File: src/rtl/vid_pix_asm.sv
`timescale 1ns/1ps
module vid_pix_asm (
  input  logic        clk,
  input  logic        rst_n,
  input  logic        smp_en,
  input  logic        frame_start,
  input  logic [2:0]  fmt,
  input  logic [11:0] bus_in,
  output logic        pix_vld,
  output logic [7:0]  pix_c0,
  output logic [7:0]  pix_c1,
  output logic [7:0]  pix_c2,
  output logic        trc_vld,
  output logic        sync_f,
  output logic        sync_v,
  output logic        sync_h
);
  localparam logic [2:0] F555 = 3'd0, F565 = 3'd1, F888B = 3'd2, F888W = 3'd3, FYCC = 3'd4;

  logic [2:0]  fmt_q;
  logic [1:0]  ph, tcnt;
  logic [11:0] hold_a;
  logic [7:0]  hold_b, cb_q, cr_q;

  wire        restart = frame_start || (fmt != fmt_q);
  wire        take    = smp_en && !restart;
  wire [7:0]  byte_in = bus_in[7:0];
  wire [15:0] w16     = {byte_in, hold_a[7:0]};
  wire        rgb     = fmt <= F888W;
  wire        last    = (fmt == F888B) ? (ph == 2'd2) : (ph == 2'd1);

  always_ff @(posedge clk) begin
    if (!rst_n) begin
      fmt_q   <= fmt;
      ph      <= '0;
      tcnt    <= '0;
      hold_a  <= '0;
      hold_b  <= '0;
      cb_q    <= 8'h80;
      cr_q    <= 8'h80;
      pix_vld <= 1'b0;
      pix_c0  <= '0;
      pix_c1  <= '0;
      pix_c2  <= '0;
      trc_vld <= 1'b0;
      sync_f  <= 1'b0;
      sync_v  <= 1'b0;
      sync_h  <= 1'b0;
    end else begin
      fmt_q   <= fmt;
      pix_vld <= 1'b0;
      trc_vld <= 1'b0;
      if (restart) begin
        ph   <= '0;
        tcnt <= '0;
      end else if (take && fmt == FYCC) begin
        if (tcnt != 2'd0) begin
          case (tcnt)
            2'd1, 2'd2: tcnt <= (byte_in == 8'h00) ? tcnt + 2'd1 : 2'd0;
            default: begin
              {sync_f, sync_v, sync_h} <= byte_in[6:4];
              trc_vld <= 1'b1;
              tcnt    <= 2'd0;
            end
          endcase
        end else begin
          case (ph)
            2'd0: begin
              if (byte_in == 8'hFF) tcnt <= 2'd1;
              else begin
                cb_q <= byte_in;
                ph   <= 2'd1;
              end
            end
            2'd2: begin
              cr_q <= byte_in;
              ph   <= 2'd3;
            end
            default: begin
              pix_vld <= 1'b1;
              pix_c0  <= cr_q;
              pix_c1  <= byte_in;
              pix_c2  <= cb_q;
              ph      <= ph + 2'd1;
            end
          endcase
        end
      end else if (take && rgb) begin
        if (last) begin
          pix_vld <= 1'b1;
          ph      <= '0;
          case (fmt)
            F555: begin
              pix_c0 <= {w16[14:10], 3'b000};
              pix_c1 <= {w16[9:5],   3'b000};
              pix_c2 <= {w16[4:0],   3'b000};
            end
            F565: begin
              pix_c0 <= {w16[15:11], 3'b000};
              pix_c1 <= {w16[10:5],  2'b00};
              pix_c2 <= {w16[4:0],   3'b000};
            end
            F888B: begin
              pix_c0 <= byte_in;
              pix_c1 <= hold_b;
              pix_c2 <= hold_a[7:0];
            end
            default: begin
              pix_c0 <= bus_in[11:4];
              pix_c1 <= {bus_in[3:0], hold_a[11:8]};
              pix_c2 <= hold_a[7:0];
            end
          endcase
        end else begin
          if (ph == 2'd0) hold_a <= bus_in;
          else            hold_b <= byte_in;
          ph <= ph + 2'd1;
        end
      end
    end
  end

  AST_VLD_AFTER_SAMPLE: assert property (@(posedge clk) disable iff (!rst_n)
    pix_vld |-> $past(smp_en));
  AST_VLD_ONE_CYCLE: assert property (@(posedge clk) disable iff (!rst_n)
    pix_vld |=> !pix_vld);
  AST_FS_DROPS: assert property (@(posedge clk) disable iff (!rst_n)
    frame_start |=> (!pix_vld && !trc_vld));
  AST_SYNC_HOLD: assert property (@(posedge clk) disable iff (!rst_n)
    !$stable({sync_f, sync_v, sync_h}) |-> trc_vld);
  AST_TRC_EXCL: assert property (@(posedge clk) disable iff (!rst_n)
    trc_vld |-> !pix_vld);
  AST_RSVD_QUIET: assert property (@(posedge clk) disable iff (!rst_n)
    (fmt > FYCC) |=> (!pix_vld && !trc_vld));
endmodule

File: config.mk
export PLATFORM = sky130hd
export DESIGN_NAME = vid_pix_asm
export DESIGN_NICKNAME = d
export VERILOG_FILES = /design/src/rtl/vid_pix_asm.sv
export SDC_FILE = /design/constraint.sdc
export NUM_CORES = 1
export LEC_CHECK = 0
export CAP_MARGIN = 20
export CORE_MARGIN = 1.5
export CORE_UTILIZATION = 30
export DETAILED_ROUTE_END_ITERATION = 7
export PLACE_DENSITY_LB_ADDON = 0.12
export SYNTH_ARGS = -nofsm -noshare
export SYNTH_HDL_FRONTEND = slang
export SYNTH_SLANG_ARGS = --single-unit
File: constraint.sdc
create_clock -name clk -period 2.54 [get_ports clk]
set_input_delay 0.381 -clock clk [delete_from_list [all_inputs] [get_ports clk]]
set_output_delay 0.381 -clock clk [all_outputs]
set_load 0.01 [all_outputs]
# After elaboration in Yosys (flattened, before gate mapping)
# Cells that the tools add are included.
# classes
add_sub_neg	2
order_cmp	1
n_eq_ne	12
n_mux	36
n_bitwise	8
n_reduce_logical	26
# op_table
operator	n
8-bit two-way mux	16
8-bit case mux with 3 select lines	2
2-bit two-way mux	10
5-bit AND reduction	4
2-bit nonzero test	5
8-bit equality test, second input constant	1
8-bit logical NOT	1
1-bit NOT	8
4-bit AND reduction	2
2-bit OR reduction	4
1-bit two-way mux	7
3-bit AND reduction	2
2-bit by 1-bit adder with 2-bit output, second input constant	2
2-bit by 1-bit equality test with 1-bit output, second input constant	2
2-bit equality test, second input constant	2
2-bit inequality test, second input constant	2
2-bit case mux with 2 select lines	1
4-bit OR reduction	1
3-bit by 1-bit equality test with 1-bit output, second input constant	1
3-bit by 2-bit equality test with 1-bit output, second input constant	1
3-bit equality test, second input constant	1
3-bit by 2-bit less-or-equal comparator with 1-bit output, second input constant	1
1-bit logical AND	3
3-bit logical NOT	1
5 further kinds	5
# word_totals
register_bits	72
input_bits	19
output_inout_bits	29

# Logic depth before layout (Yosys ltp)
# Gate-level depths: netlist of the first run.
# logic_depth
word_depth	7
depth_mapped	9
mapped_depth_nobuf	7

# Least setup slack after synthesis of the first run
# OpenSTA, ideal clock, no wires.
# synth_timing
path_type	in2reg
start	input fmt[1]
end	register pix_c1[3]
arrival_time_ns	1.822
path_slack_ns	0.592
stages	7
path_buffers	3
cell_sequence	buf_2 > xor2_1 > nor4_4 > o311a_2 > buf_6 > buf_2 > a31oi_1
# synth_between
elab_chain_len	7
word_cells_on_any_way	22
# synth_rtl
element	line_no	text
from (decl)	7	input logic [2:0] fmt,
3-bit inequality test	25	wire restart = frame_start || (fmt != fmt_q);
1-bit logical OR	25	
1-bit logical NOT	26	wire take = smp_en && !restart;
1-bit logical AND	26	
1-bit logical AND (on tied branches)	56, 88	
2-bit inequality test (no line) or 2-bit nonzero test (tied branches)	--	
5-bit AND reduction (no line)	--	
to (signal assigned)	82	pix_c1 <= byte_in;
to (signal assigned)	95	pix_c1 <= {w16[9:5], 3'b000};
to (signal assigned)	100	pix_c1 <= {w16[10:5], 2'b00};
to (decl)	11	output logic [7:0] pix_c1,
# Parallel ways exist; a longest one is shown, timed or not. The select of a mux whose other input is x is not followed.
# A chain may end at the register's enable or synchronous reset.

# Worst setup path after layout of the first run
# layout_timing
start	input fmt[1]
end	register cr_q[3]
# layout_between
elab_chain_len	6
word_cells_on_any_way	8
# layout_rtl
element	line_no	text
3-bit inequality test	25	
1-bit logical OR	25	
1-bit logical NOT	26	
1-bit logical AND	26	
1-bit logical AND	56	end else if (take && fmt == FYCC) begin
4-bit AND reduction (no line) (*)	--	
to (signal assigned)	76	cr_q <= byte_in;
to (decl)	23	logic [7:0] hold_b, cb_q, cr_q;
# Mark *: on every way between the ends. The rest lies on a longest branch, timed or not.

==> impl_metrics.ini, run 1 <==
[critical_path]
crit_family = buffers and inverters
arrival_ns = 2.35
reg2reg_depth = 8
cp.required_ns = 2.76
slowest_delay_ns = 0.53
cp_max_fo = 9
r2r_slack_ns = 0.61
worstSetupStartpointType = input pin
worstPathCellList = clkdlybuf4s50_1 -> xor2_1 -> nor4_4 -> buf_4 -> nand4_2 -> mux2i_1 -> nor2b_1
worst_path_max_delay_cell = clkdlybuf4s50_1
critPathBufInv = 2
crit_type = input pin to flip-flop
r2r_start = ph[0]$_SDFFE_PP0P_
critPathCaptureType = flip-flop
r2r-end = pix_c0[1]$_SDFFE_PN0P_

[synthesis]
synth_cell_type_count = 51
synth_fp_nets = 430
syn_area_sq_mm = 0.00347
syn_area_per_cell_sq_um = 8.52
synth_cells = 407
synthArstFlopShare_pct = 0
synth-seq-cells = 72
ys_warn_count = 0
synth_edf_count = 0
ys_seq_area_share_pct = 41.6
synth_flop_cell = dfxtp_1

[floorplan]
core_area_sq_mm = 0.0114
start_util_pct = 30.5
rows = 39
floorplan.die_area_sq_mm = 0.0122
die_h_microns = 111
die_w_microns = 111
boundaryPins = 48

[pwr]
ir_drop_v = 0.000356
power_density_mw_per_mm2 = 643
p_leak_nw = 1.71

[detailed_routing]
drc = 0
ant_nets = 0
firstDrtPassIters = 4
post_drt_wl_per_cell_microns = 17.0
drt-initial-drc-count = 155
vias = 3078
vias_per_cell = 5.12
wl_microns = 10200

[clock_tree]
cts_buffers = 9
cts_hold_buffers = 0
post_cts_buffers = 0
clkTransAtPathRegs_ns = 0.06
clock_sinks = 72
clockRootBuffer = clkbuf_16
cts.repair.resized = 0
clk_path_buf_depth = 2
cts_tree = built
h-tree-depth = 3
clock_latency_ns = 0.33

[final_layout]
nNetsFinal = 476
num-fill-cells = 1182
multiInputGateArea_sq_mm = 0.00184
num_antenna_cells = 0
syn_to_final_growth_pct = 31.2
stdcell_count = 601
seq_area_sq_mm = 0.00144
fin_area_sq_mm = 0.00455
drive_gt1_share_pct = 12.0

[placed_design]
place_area_sq_mm = 0.00418
post-place-ws_ns = 0.0796
hpwl_microns = 7020
gp_congestion = 0.805
dp.cells = 585
numPortBuffers = 47

[global_routing]
grt_use_total_pct = 17.6
grt_max_degree = 59
antenna_found_initial = 0
grt_pass1_wl_microns = 16900
grt_overflow_total = 0
first_global_vias = 3060

[min_path]
worstHoldStart = rst_n
hold_path_class = input pin to flip-flop
min_path_cells = 2
hold-path-endpoint = cb_q[7]$_SDFFE_PN1P_

[timing]
finalSetupTns_ns = 0
slew_headroom_pct = 67.7
rsz0062_at_grt = no
fmax_ghz = 0.470
worst_pin_slew_ns = 0.485
min_period_over_period_pct = 83.8
finalMaxSlewViolations = 0
clock_skew_ns = 0.00645
period_needed_ns = 2.13
setup_slack_ns = 0.411
setup_violations = 0
finalHoldWorstSlack_ns = 0.460
hold_viol = 0

[job]
drv_cap = 0

[status]
status = finished clean
## cell families after synthesis
kind of cell / share of synthesized area, %
buf+inv: 5.41
fa+ha+maj: 1.44
compound gates: 20.9
mux: 6.53
xor+xnor: 1.01
simple gates: 23.1
flops: 41.6
## per-layer routing
layer,track usage [%],wire length (microns)
met4,6.92,176
met3,2.74,402
met5,0,0
met2,27.0,4570
met1,24.7,5070
## state kept, by name, summed over array words and instances (netlist names)
register  cells
hold_a       12
cb_q          8
cr_q          8
hold_b        8
pix_c0        8
pix_c1        8
pix_c2        8
fmt_q         3
ph            2
tcnt          2
pix_vld       1
sync_f        1
sync_h        1
sync_v        1
trc_vld       1
## through the flow
step / power (W) / util (%)
finish: 0.00293 / 40.0
global route: 0.00302 / 40.0
CTS: 0.00295 / 40.0
detailed placement: 0.00137 / 36.8
global placement: 0.00137 / 36.8
floorplan: 0.00128 / -
## cells in the mapped netlist (all sizes together), types with 2 or more instances
cell | number | area share (%)
inv | 6 | 0.65
clkbuf | 27 | 2.9
xor2 | 4 | 1.0
a21boi | 8 | 1.7
nand2b | 11 | 2.0
ha | 4 | 1.4
nor2b | 17 | 3.1
a221o | 5 | 1.4
o211a | 3 | 0.87
a22oi | 5 | 1.1
nor3 | 3 | 0.43
nor3b | 2 | 0.58
o21ai | 42 | 6.1
nand4 | 7 | 1.4
o2111ai | 5 | 1.3
mux2i | 17 | 4.9
nand3 | 33 | 4.8
dfxtp | 72 | 42
and4 | 2 | 0.51
a21oi | 4 | 0.58
buf | 11 | 1.8
o211ai | 15 | 3.2
o22ai | 11 | 2.0
nor2 | 6 | 0.72
mux2 | 5 | 1.6
nand4b | 2 | 0.51
and2 | 3 | 0.54
nand3b | 2 | 0.43
nor4 | 2 | 0.79
a31oi | 5 | 0.90
nand2 | 56 | 6.1
## report_power, final
group	switching, W	internal, W
logic	0.000119	0.0000870
registers	0.00000434	0.00113
clock network	0.000497	0.00109
total	0.000620	0.00231
## cells in the final DEF (no fill, tap or decap), drive strengths merged, types with 8 or more instances in the layout
cell	n
dfxtp	72
nand2	56
nand2b	11
nor2b	17
nand3	33
o21ai	42
mux2i	17
o211ai	15
buf	27
o22ai	11
clkdlybuf4s50	46
clkbuf	11
a21boi	8
## area by class of cell
type	count	share of cell area, %
clock inverter	5	2.80
inverter	6	0.495
clock buffer	11	5.33
sequential	72	31.7
tap	143	3.93
timing repair buffer	73	15.3
multi-input combinational	291	40.4
## worst max-delay path by stage
stage,start,endpoint,slack (ns),cells past startpoint
after detailed placement,fmt[1],cr_q[7]$_SDFFE_PN1P_,0.08,7
after global routing,fmt[1],cr_q[0]$_SDFFE_PN0P_,0.28,7
final,fmt[1],cr_q[3]$_SDFFE_PN0P_,0.41,7
after global placement,fmt[1],cr_q[7]$_SDFFE_PN1P_,0.10,7
after CTS,fmt[1],cr_q[7]$_SDFFE_PN1P_,0.42,7
after floorplan,fmt[1],pix_c1[3]$_SDFFE_PN0P_,0.59,7
Power figures use the tool's default switching activity.
==> run 2: changes to the inputs <==
==> constraint.sdc (replaced) <==
create_clock -name clk -period 1.8 [get_ports clk]
set_input_delay 0.27 -clock clk [delete_from_list [all_inputs] [get_ports clk]]
set_output_delay 0.27 -clock clk [all_outputs]
set_load 0.01 [all_outputs]
==> impl_metrics.ini, run 2 (synthesized netlist as in run 1, its figures left out) <==
[status]
status = finished clean

[critical_path]
critPathCaptureType = flip-flop
r2r_slack_ns = 0.05
cp_max_fo = 7
cp.required_ns = 2.08
arrival_ns = 2.03
reg2reg_depth = 8
crit_type = flip-flop to flip-flop
worstSetupStartpointType = flip-flop

[clock_tree]
clockRootBuffer = clkbuf_16
post_cts_buffers = 0
clkTransAtPathRegs_ns = 0.06
h-tree-depth = 3
cts_tree = built
clock_latency_ns = 0.35
cts_hold_buffers = 0
clk_path_buf_depth = 2
clock_sinks = 72
cts_buffers = 9

[placed_design]
hpwl_microns = 7730
numPortBuffers = 47
place_area_sq_mm = 0.00447
gp_congestion = 0.822

[global_routing]
first_global_vias = 3238
grt_max_degree = 52
grt_use_total_pct = 18.5
grt_pass1_wl_microns = 17700
grt_overflow_total = 0
antenna_found_initial = 0

[timing]
worst_pin_slew_ns = 0.419
slew_headroom_pct = 72.0
rsz0062_at_grt = yes
finalMaxSlewViolations = 0
period_needed_ns = 1.75
hold_viol = 0
clock_skew_ns = 0.00757
fmax_ghz = 0.570
min_period_over_period_pct = 97.5
setup_violations = 0

[floorplan]
die_h_microns = 111
start_util_pct = 30.5
floorplan.die_area_sq_mm = 0.0122
boundaryPins = 48
die_w_microns = 111
rows = 39
core_area_sq_mm = 0.0114

[final_layout]
mostFrequentLayoutCell = dfxtp_1
num_antenna_cells = 0
nNetsFinal = 505
largest_reg_flops = 12
top_register = hold_a
syn_to_final_growth_pct = 41.8
fin_area_sq_mm = 0.00492
drive_gt1_share_pct = 20.9
final_cell_mix = dfxtp_1, nand2_1, clkdlybuf4s50_1, buf_4

[detailed_routing]
drt-initial-drc-count = 192
firstDrtPassIters = 4
vias_per_cell = 5.17
drc = 0
post_drt_wl_per_cell_microns = 17.5
vias = 3256
ant_nets = 0
wl_microns = 11100

[pwr]
power.total_w = 0.00378
power_density_mw_per_mm2 = 768
p_leak_nw = 1.88
ir_drop_v = 0.000510

[min_path]
hold_path_class = input pin to flip-flop
min_path_cells = 1

[job]
drv_cap = 0
## run 2: changes by cell type in the layout (fill, tap and decap cells not counted), moves of 4 or more
| cell | previous run | this run |
|---|---|---|
| buf_4 | 23 | 43 |
| o21ai_0 | 42 | 33 |
| o21ai_1 | 0 | 8 |
| buf_12 | 3 | 8 |
| ha_1 | 4 | 0 |
## run 2: final timing paths
kind	start	end
worst max-delay path	ph[1]$_SDFFE_PP0P_	pix_c1[0]$_SDFFE_PN0P_
worst min-delay path	fmt[2]	fmt_q[2]$_DFF_P_
worst max register to register	ph[1]$_SDFFE_PP0P_	pix_c1[0]$_SDFFE_PN0P_
worst min register to register	pix_c0[3]$_SDFFE_PN0P_	pix_c0[3]$_SDFFE_PN0P_
## run 2: area by class of cell
type | instances | area, sq um
clock inverter | 6 | 68.8
inverter | 6 | 27.5
multi-input combinational | 291 | 1940
tap | 143 | 179
sequential | 72 | 1450
fill | 1163 | 6450
clock buffer | 10 | 239
timing repair buffer | 102 | 1020
## run 2: power by group
part           leakage (nW)  internal [W]  total (W)  switching [W]
clock                 0.137       0.00111    0.00186       0.000743
sequential            0.582       0.00160    0.00161     0.00000696
combinational          1.16      0.000141   0.000317       0.000176
total                  1.88       0.00285    0.00378       0.000926
## run 2: per-layer routing
layer	routed length (microns)	part of all wire (%)	vias up	global-route usage, %
li1	-	-	1620	-
met1	5350	48	1564	24.7
met2	5090	46	56	29.2
met3	416	3.8	16	4.23
met4	191	1.7	0	6.58
met5	0	0	-	0
## run 2: worst max-delay path: stages (launching register included)
cell and delay [ns]:
dfxtp_4 0.36, inv_4 0.07, ha_4 0.13, nor2_2 0.04, and4_1 0.17, o311a_4 0.45, buf_12 0.17, buf_4 0.14
o22ai_2 0.15
## run 2: what timing repair did
action                     CTS  global route
setup endpoints to repair   55            51
pin swaps                    1             5
gates cloned                 0             2
resized for setup            4            33
## run 2: per-stage QoR
step | setup WS, ns | std cells | utilization [%] | hold slack, ns | setup TNS, ns
3_3_place_gp | -0.403 | 612 | 39.3 | 0.442 | -23.33
3_5_place_dp | -0.422 | 612 | 39.3 | 0.441 | -25.78
5_1_grt | -0.0708 | 630 | 43.3 | 0.209 | -0.211
4_1_cts | 0.00156 | 628 | 42.0 | 0.256 | 0
2_1_floorplan | -0.00163 | 407 | - | 0.298 | -0.0140
6_report | 0.0452 | 630 | 43.3 | 0.198 | 0
